$ cat config.mk
export PLATFORM = sky130hd
export DESIGN_NAME = nand_addr_seq
export DESIGN_NICKNAME = d
export VERILOG_FILES = /design/src/rtl/nand_addr_seq.sv
export SDC_FILE = /design/constraint.sdc
export NUM_CORES = 1
export LEC_CHECK = 0
export CORE_MARGIN = 4
export CORE_UTILIZATION = 50
export CTS_CLUSTER_SIZE = 30
export DETAILED_ROUTE_END_ITERATION = 8
export DONT_BUFFER_PORTS = 1
export PLACE_DENSITY = 0.69
export SLEW_MARGIN = 20
export SYNTH_ARGS = -nofsm -noshare
export SYNTH_HDL_FRONTEND = slang
export SYNTH_SLANG_ARGS = --single-unit
$ cat constraint.sdc
create_clock -name clk -period 4.74 [get_ports clk]
set_input_delay 0.237 -clock clk [delete_from_list [all_inputs] [get_ports clk]]
set_output_delay 0.237 -clock clk [all_outputs]
set_load 0.02 [all_outputs]
$ cat src/rtl/nand_addr_seq.sv
module nand_addr_seq #(
  parameter int COL_W  = 13,
  parameter int PAGE_W = 24
) (
  input  logic              clk,
  input  logic              rst_n,
  input  logic              start,
  input  logic              has_col,
  input  logic              has_page,
  input  logic [COL_W-1:0]  col,
  input  logic [PAGE_W-1:0] page,
  input  logic [PAGE_W-1:0] page_mask,
  input  logic              cfg_page_bit,
  input  logic [1:0]        cfg_loc,
  input  logic              cfg_wide,
  output logic              cyc_valid,
  output logic [7:0]        cyc_byte,
  input  logic              cyc_ready,
  output logic              busy,
  output logic              done,
  output logic [12:0]       geo_page_bytes,
  output logic [7:0]        geo_spare_bytes,
  output logic              geo_wide
);
  typedef enum logic [2:0] {S_IDLE, S_COL_LO, S_COL_HI, S_PAGE, S_FIN} st_t;

  st_t               st;
  logic [15:0]       col_r;
  logic [PAGE_W-1:0] page_r, mask_r;
  logic              big_r, huge_r, pg_r;

  wire is_big  = cfg_page_bit & ~cfg_loc[1];
  wire is_huge = cfg_loc[1];
  wire idle    = (st == S_IDLE);
  wire acc     = cyc_valid & cyc_ready;
  wire [PAGE_W-1:0] mask_nx = mask_r >> 8;

  assign geo_page_bytes  = is_huge ? 13'd4096 : (is_big ? 13'd2048 : 13'd512);
  assign geo_spare_bytes = is_huge ? (cfg_page_bit ? 8'd218 : 8'd128)
                                   : (is_big ? 8'd64 : 8'd16);
  assign geo_wide        = cfg_wide;

  assign cyc_valid = (st == S_COL_LO) || (st == S_COL_HI) || (st == S_PAGE);
  assign busy      = cyc_valid;
  assign done      = (st == S_FIN);

  always_comb begin
    case (st)
      S_COL_LO: cyc_byte = col_r[7:0];
      S_COL_HI: cyc_byte = huge_r ? {3'b000, col_r[12:8]} : {4'b0000, col_r[11:8]};
      S_PAGE:   cyc_byte = page_r[7:0];
      default:  cyc_byte = 8'h00;
    endcase
  end

  always_ff @(posedge clk or negedge rst_n) begin
    if (!rst_n) begin
      st     <= S_IDLE;
      col_r  <= '0;
      page_r <= '0;
      mask_r <= '0;
      big_r  <= 1'b0;
      huge_r <= 1'b0;
      pg_r   <= 1'b0;
    end else begin
      case (st)
        S_IDLE: if (start) begin
          col_r  <= 16'(col);
          page_r <= page;
          mask_r <= page_mask;
          big_r  <= is_big;
          huge_r <= is_huge;
          pg_r   <= has_page;
          st     <= has_col ? S_COL_LO : (has_page ? S_PAGE : S_FIN);
        end
        S_COL_LO: if (acc)
          st <= (big_r || huge_r) ? S_COL_HI : (pg_r ? S_PAGE : S_FIN);
        S_COL_HI: if (acc)
          st <= pg_r ? S_PAGE : S_FIN;
        S_PAGE: if (acc) begin
          page_r <= page_r >> 8;
          mask_r <= mask_nx;
          if (mask_nx == '0) st <= S_FIN;
        end
        default: st <= S_IDLE;
      endcase
    end
  end
endmodule

# Yosys cells after proc, flatten, opt, wreduce, memory -nomap -nowiden
# Index checks and enable logic that the tools add are counted.
# totals
elab_cells,51
inputBits,71
output_inout_bits,33
register_bits,67
# classes
mux,23
bitwise,3
reduce_logical,9
eq_ne,9
# ops
operator,count
24-bit 2-to-1 mux,4
24-bit case mux with 2 select lines,2
3-bit 2-to-1 mux,9
24-bit logical NOT,1
8-bit case mux with 3 select lines,1
7-bit 2-to-1 mux,2
13-bit 2-to-1 mux,1
12-bit 2-to-1 mux,1
3-bit case mux with 4 select lines,1
8-bit 2-to-1 mux,1
2-bit inequality test (second input constant),4
3-bit by 2-bit == test with 1-bit output (second input constant),2
5-bit 2-to-1 mux,1
5-bit AND reduction,1
3-bit by 1-bit == test with 1-bit output (second input constant),1
3-bit == test (second input constant),1
3-bit logical NOT,1
1-bit logical OR,3
3-bit AND reduction,1
1-bit bitwise AND,2
2-bit by 1-bit inequality test with 1-bit output (second input constant),1
2-bit AND reduction,1
2-bit nonzero test,1
1-bit inverter,1

# Depth between registers and ports, before layout
# logic_depth
depth_word,6
depth_mapped,7
mapped_depth_nobuf,4

# Least setup slack after synthesis
# No wires, ideal clock.
# synth_path
path_kind,reg2reg
start,register mask_r[23]
end,register st[1]
period_less_slack_ns,1.649
required_time_ns,4.614
setup_slack_ns,3.091
n_path_buf,0
setup_ns,0.126
stages_incl_launch_ff,5
arrival_ns,1.523
cell_sequence,dfrtp_1 > or4_4 > o31ai_4 > nand3_2 > o32a_1
# synth_via
elab_chain_cells,3
# synth_rtl
item,line_no,source
"start, declared",29,"logic [PAGE_W-1:0] page_r, mask_r;"
"start signal, assigned",70,mask_r <= page_mask;
"start signal, assigned",82,mask_r <= mask_nx;
24-bit logical NOT,83,if (mask_nx == '0) st <= S_FIN;
2-bit by 1-bit inequality test with 1-bit output (no source line),--,
5-bit AND reduction (no source line),--,
"end signal, assigned",74,st <= has_col ? S_COL_LO : (has_page ? S_PAGE : S_FIN);
"end signal, assigned",77,st <= (big_r || huge_r) ? S_COL_HI : (pg_r ? S_PAGE : S_FIN);
"end signal, assigned",79,st <= pg_r ? S_PAGE : S_FIN;
"end, declared",27,st_t st;
# Every way passes these cells.
# A chain may end at the register's enable or synchronous reset.

# Worst setup path after layout
# layout_path
start,register st[1]
end,register page_r[21]
# layout_via
elab_chain_cells,6
word_cells_on_any_way,12
classes_between,eq/ne: 5; mux: 1; bitwise: 1; reduce/logical: 5
# layout_rtl
item,line_no,source
3-bit by 1-bit == test with 1-bit output / 3-bit by 2-bit == test with 1-bit output (equally long branches),43,assign cyc_valid = (st == S_COL_LO) || (st == S_COL_HI) || (st == S_PAGE);
1-bit logical OR (2 in series),43,
1-bit bitwise AND,35,wire acc = cyc_valid & cyc_ready;
2-bit inequality test (no source line),--,
3-bit AND reduction (no source line),--,
"end signal, assigned",69,page_r <= page;
"end signal, assigned",81,page_r <= page_r >> 8;
"end, declared",29,
# Parallel ways exist; a longest one is shown, timed or not.

==> out/results.tsv <==
stage	metric	value	unit
critical_path	critical path data arrival time	2900	ps
critical_path	element type at the critical path end	register	
timing	worst rel slew slack	45.7	%
critical_path	Setup Crit Path Kind	register to register	
floorplan	Die W	85.5	um
yosys	number of distinct library cell variants in the gate-level netlist after synthesis	43	
yosys	simple-gate portion of the synthesized area	9.62	%
drt	number of detailed-route iterations in the first pass	4	
grt	largest net degree at the start of global routing	60	
cts	clock-pin slew of the registers on the worst-case setup and hold paths	70	ps
cts	TritonCTS Buffers	9	
placement	Post-DP HPWL	3.86	mm
timing	Period minus WS final	2690	ps
cts	number of sinks on the clock net	59	
drt	remaining routing DRC violations	0	
critical_path	CP Capture Point	page_r[21]$_DFFE_PN0P_	
outcome	outcome	complete, no violations	
placement	final weighted congestion of routability-driven global placement	0.726	
timing	final hold slack	29.2	ps
cts	clock latency of the later-clocked register in the worst-skew pair	330	ps
pwr	largest vdd supply drop	0.000371	V
critical_path	kind of start point of the critical path	register	
timing	highest attainable clock frequency	372	MHz
layout	highest-count cells in the layout ignoring fill and taps	59 x dfrtp_1, 28 x mux2i_1, 25 x nand2_1	
timing	clock skew	7.61	ps
floorplan	floorplan die area	7320	um^2
floorplan	number of rows in the core area	27	
drt	vias per std cell	5.54	
critical_path	depth of the worst register-to-register path	4	
yosys	post-synthesis share of cell area spent on full adders, half adders and majority gates	1.25	%
floorplan	I/O pin count	104	
pwr	leakage component of the power	1.42	nW
yosys	top flip-flop cell by instance count after synthesis	dfrtp_1	
grt	initial antenna violation count	0	
layout	most common library cell in the layout ignoring fill and taps	dfrtp_1	
timing	Worst Max-Slew Pin Slew	814	ps
drt	number of nets still failing antenna checks after routing	0	
floorplan	area of the core	5680	um^2
timing	number of setup violations in the final report	0	
drt	WL met2	2.43	mm
yosys	netlist area before placement	3010	um^2
cts	clock root buffer	clkbuf_8	
cts	total setup buffers inserted after CTS	0	
layout	fillers	494	
critical_path	Critical Path RT	4950	ps
timing	number of endpoints with negative hold slack in the final report	0	
hold_path	worst hold path class	input port to register	
placement	IO Port Bufs	0	
floorplan	Initial Utilization	53.0	%
cts	CTS tree	done	
cts	H-Tree Level Count	3	
critical_path	setup slack on the worst flop-to-flop path	2050	ps
layout	fraction of final layout cells sized beyond drive strength 1	17.6	%
critical_path	worst reg2reg startpoint	st[1]$_DFFE_PN0P_	
pwr	PnR Total Power	0.00222	W
yosys	synthesized flop and latch total	59	
drt	routed metal-1 wirelength	2.65	mm
yosys	fraction of synthesis flops using an asynchronous set or reset pin	100	%
yosys	synthesized-area fraction occupied by ao, oa, aoi and oai cells	13.9	%
yosys	Post-Synthesis Mean Instance Area	11.3	um^2
cts	Bufs on Longest Clock Path	2	
drt	drt total wl	5.67	mm
critical_path	maximum fanout along the worst path	38	
timing	fin crit share	56.7	%
drt	highest layer used for signal routing	met4	
floorplan	vertical extent of the die	85.5	um
job	number of maximum-capacitance violations	0	
grt	total congestion overflow	0	
yosys	share of synthesized area occupied by flip-flops and latches	49.1	%
timing	setup TNS	0	ps
drt	Wirelength per Cell	17.0	um
critical_path	CP Launch Point	st[1]$_DFFE_PN0P_	
layout	number of inserted diodes	0	
yosys	share of synthesized area spent on multiplexers	16.8	%
critical_path	worst r2r dst	page_r[21]$_DFFE_PN0P_	
pwr	pwr dens	709	nW/um^2
yosys	Post-Synthesis Cells	267	
layout	Final Instance Count excl. Fillers	334	
yosys	yosys warns	0	
placement	# placed instances	316	
yosys	XOR/XNOR Fraction of Synth Area	0	%
yosys	number of enable flip-flop cells after synthesis	0	
drt	DRC violation total after the first TritonRoute iteration	116	
drt	number of vias after detailed routing	1851	
timing	unrepaired setup endpoints after global routing	false	
layout	area growth from synthesis to layout	4.08	%
grt	number of global-route vias before repair	1883	
grt	GRT Overall Usage	16.8	%
layout	number of nets in the finished design	331	
timing	final number of max-transition violations	0	
yosys	largest family of logic cells by synthesized area	multiplexers	
grt	first-pass GRT wire length	9.54	mm
drt	met3 wire len	524	um
[cell type report]
cell class / count / area [um^2] / area share, %
Inverter: 4 / 15.0 / 0.480
Sequential cell: 59 / 1480 / 47.2
Clock inverter: 5 / 52.6 / 1.68
Timing Repair Buffer: 4 / 52.6 / 1.68
Multi-Input combinational cell: 179 / 1300 / 41.6
Tap cell: 72 / 90.1 / 2.88
Clock buffer: 11 / 141 / 4.52
[through the flow]
stage / util, % / worst slack [ps] / area [um^2]
after CTS: 55.1 / 2000 / 3130
after global placement: 51.0 / 2030 / 2900
after floorplan: - / 3090 / 3050
after global routing: 55.1 / 1860 / 3130
final: 55.1 / 2050 / 3130
after detailed placement: 51.0 / 2020 / 2900
[where the power goes]
group	total (W)	internal (W)	switching [W]
clock	0.000450	0.000255	0.000196
sequential	0.000903	0.000724	0.000180
combinational	0.000864	0.000394	0.000470
total	0.00222	0.00137	0.000845
[worst max-delay path, stage by stage, from the launching register on]
cell and delay (ps):
dfrtp_1 790, and3b_2 860, a21oi_4 320, buf_4 330, a22o_1 220
[how the worst min path moves through the flow]
stage,to,cells past startpoint,from
finish,pg_r$_DFFE_PN0P_,2,has_page
global route,mask_r[23]$_DFFE_PN0P_,1,page_mask[23]
CTS,pg_r$_DFFE_PN0P_,2,has_page
detailed placement,mask_r[10]$_DFFE_PN0P_,0,rst_n
global placement,mask_r[16]$_DFFE_PN0P_,0,rst_n
floorplan,big_r$_DFFE_PN0P_,0,rst_n
[synthesized netlist by cell type, types with 2 or more instances]
master | number | area share, %
clkbuf_1 | 2 | 0.25
buf_2 | 11 | 1.8
nor2_1 | 14 | 1.7
nand2b_1 | 2 | 0.42
mux2_1 | 2 | 0.75
mux2i_1 | 28 | 9.3
ha_1 | 3 | 1.2
mux2_2 | 18 | 6.7
nand2_1 | 25 | 3.1
inv_1 | 4 | 0.50
dfrtp_1 | 59 | 49
o21ai_1 | 24 | 4.0
a22oi_1 | 5 | 1.2
a22o_1 | 16 | 4.7
o21ai_0 | 3 | 0.50
buf_6 | 3 | 1.1
buf_4 | 20 | 5.0
a21oi_1 | 3 | 0.50
[logic make-up (layout without fill, tap and decap cells)]
logic type / Yosys count / count (layout)
compound gates: 59 / 59
flops: 59 / 59
simple gates: 56 / 56
mux: 48 / 48
buf+inv: 41 / 24
fa+ha+maj: 3 / 3
other cells: 1 / 13
[what timing repair did]
item / 4_1_cts / 5_1_grt
gates resized for setup: 0 / 0
hold buffers: 2 / 0
endpoints found under the hold margin: 59 / 0
[sequential cells by signal, summed over array words and instances, names as in the netlist]
signal  flops
big_r       1
col_r      13
huge_r      1
mask_r     16
page_r     24
pg_r        1
st          3
[routing by layer]
metal | vias up | track usage, %
met4 | 0 | 5.76
li1 | 895 | -
met5 | - | 0
met1 | 874 | 23.4
met3 | 8 | 7.30
met2 | 74 | 23.5
No activity file was read; power rests on OpenSTA's default activity.
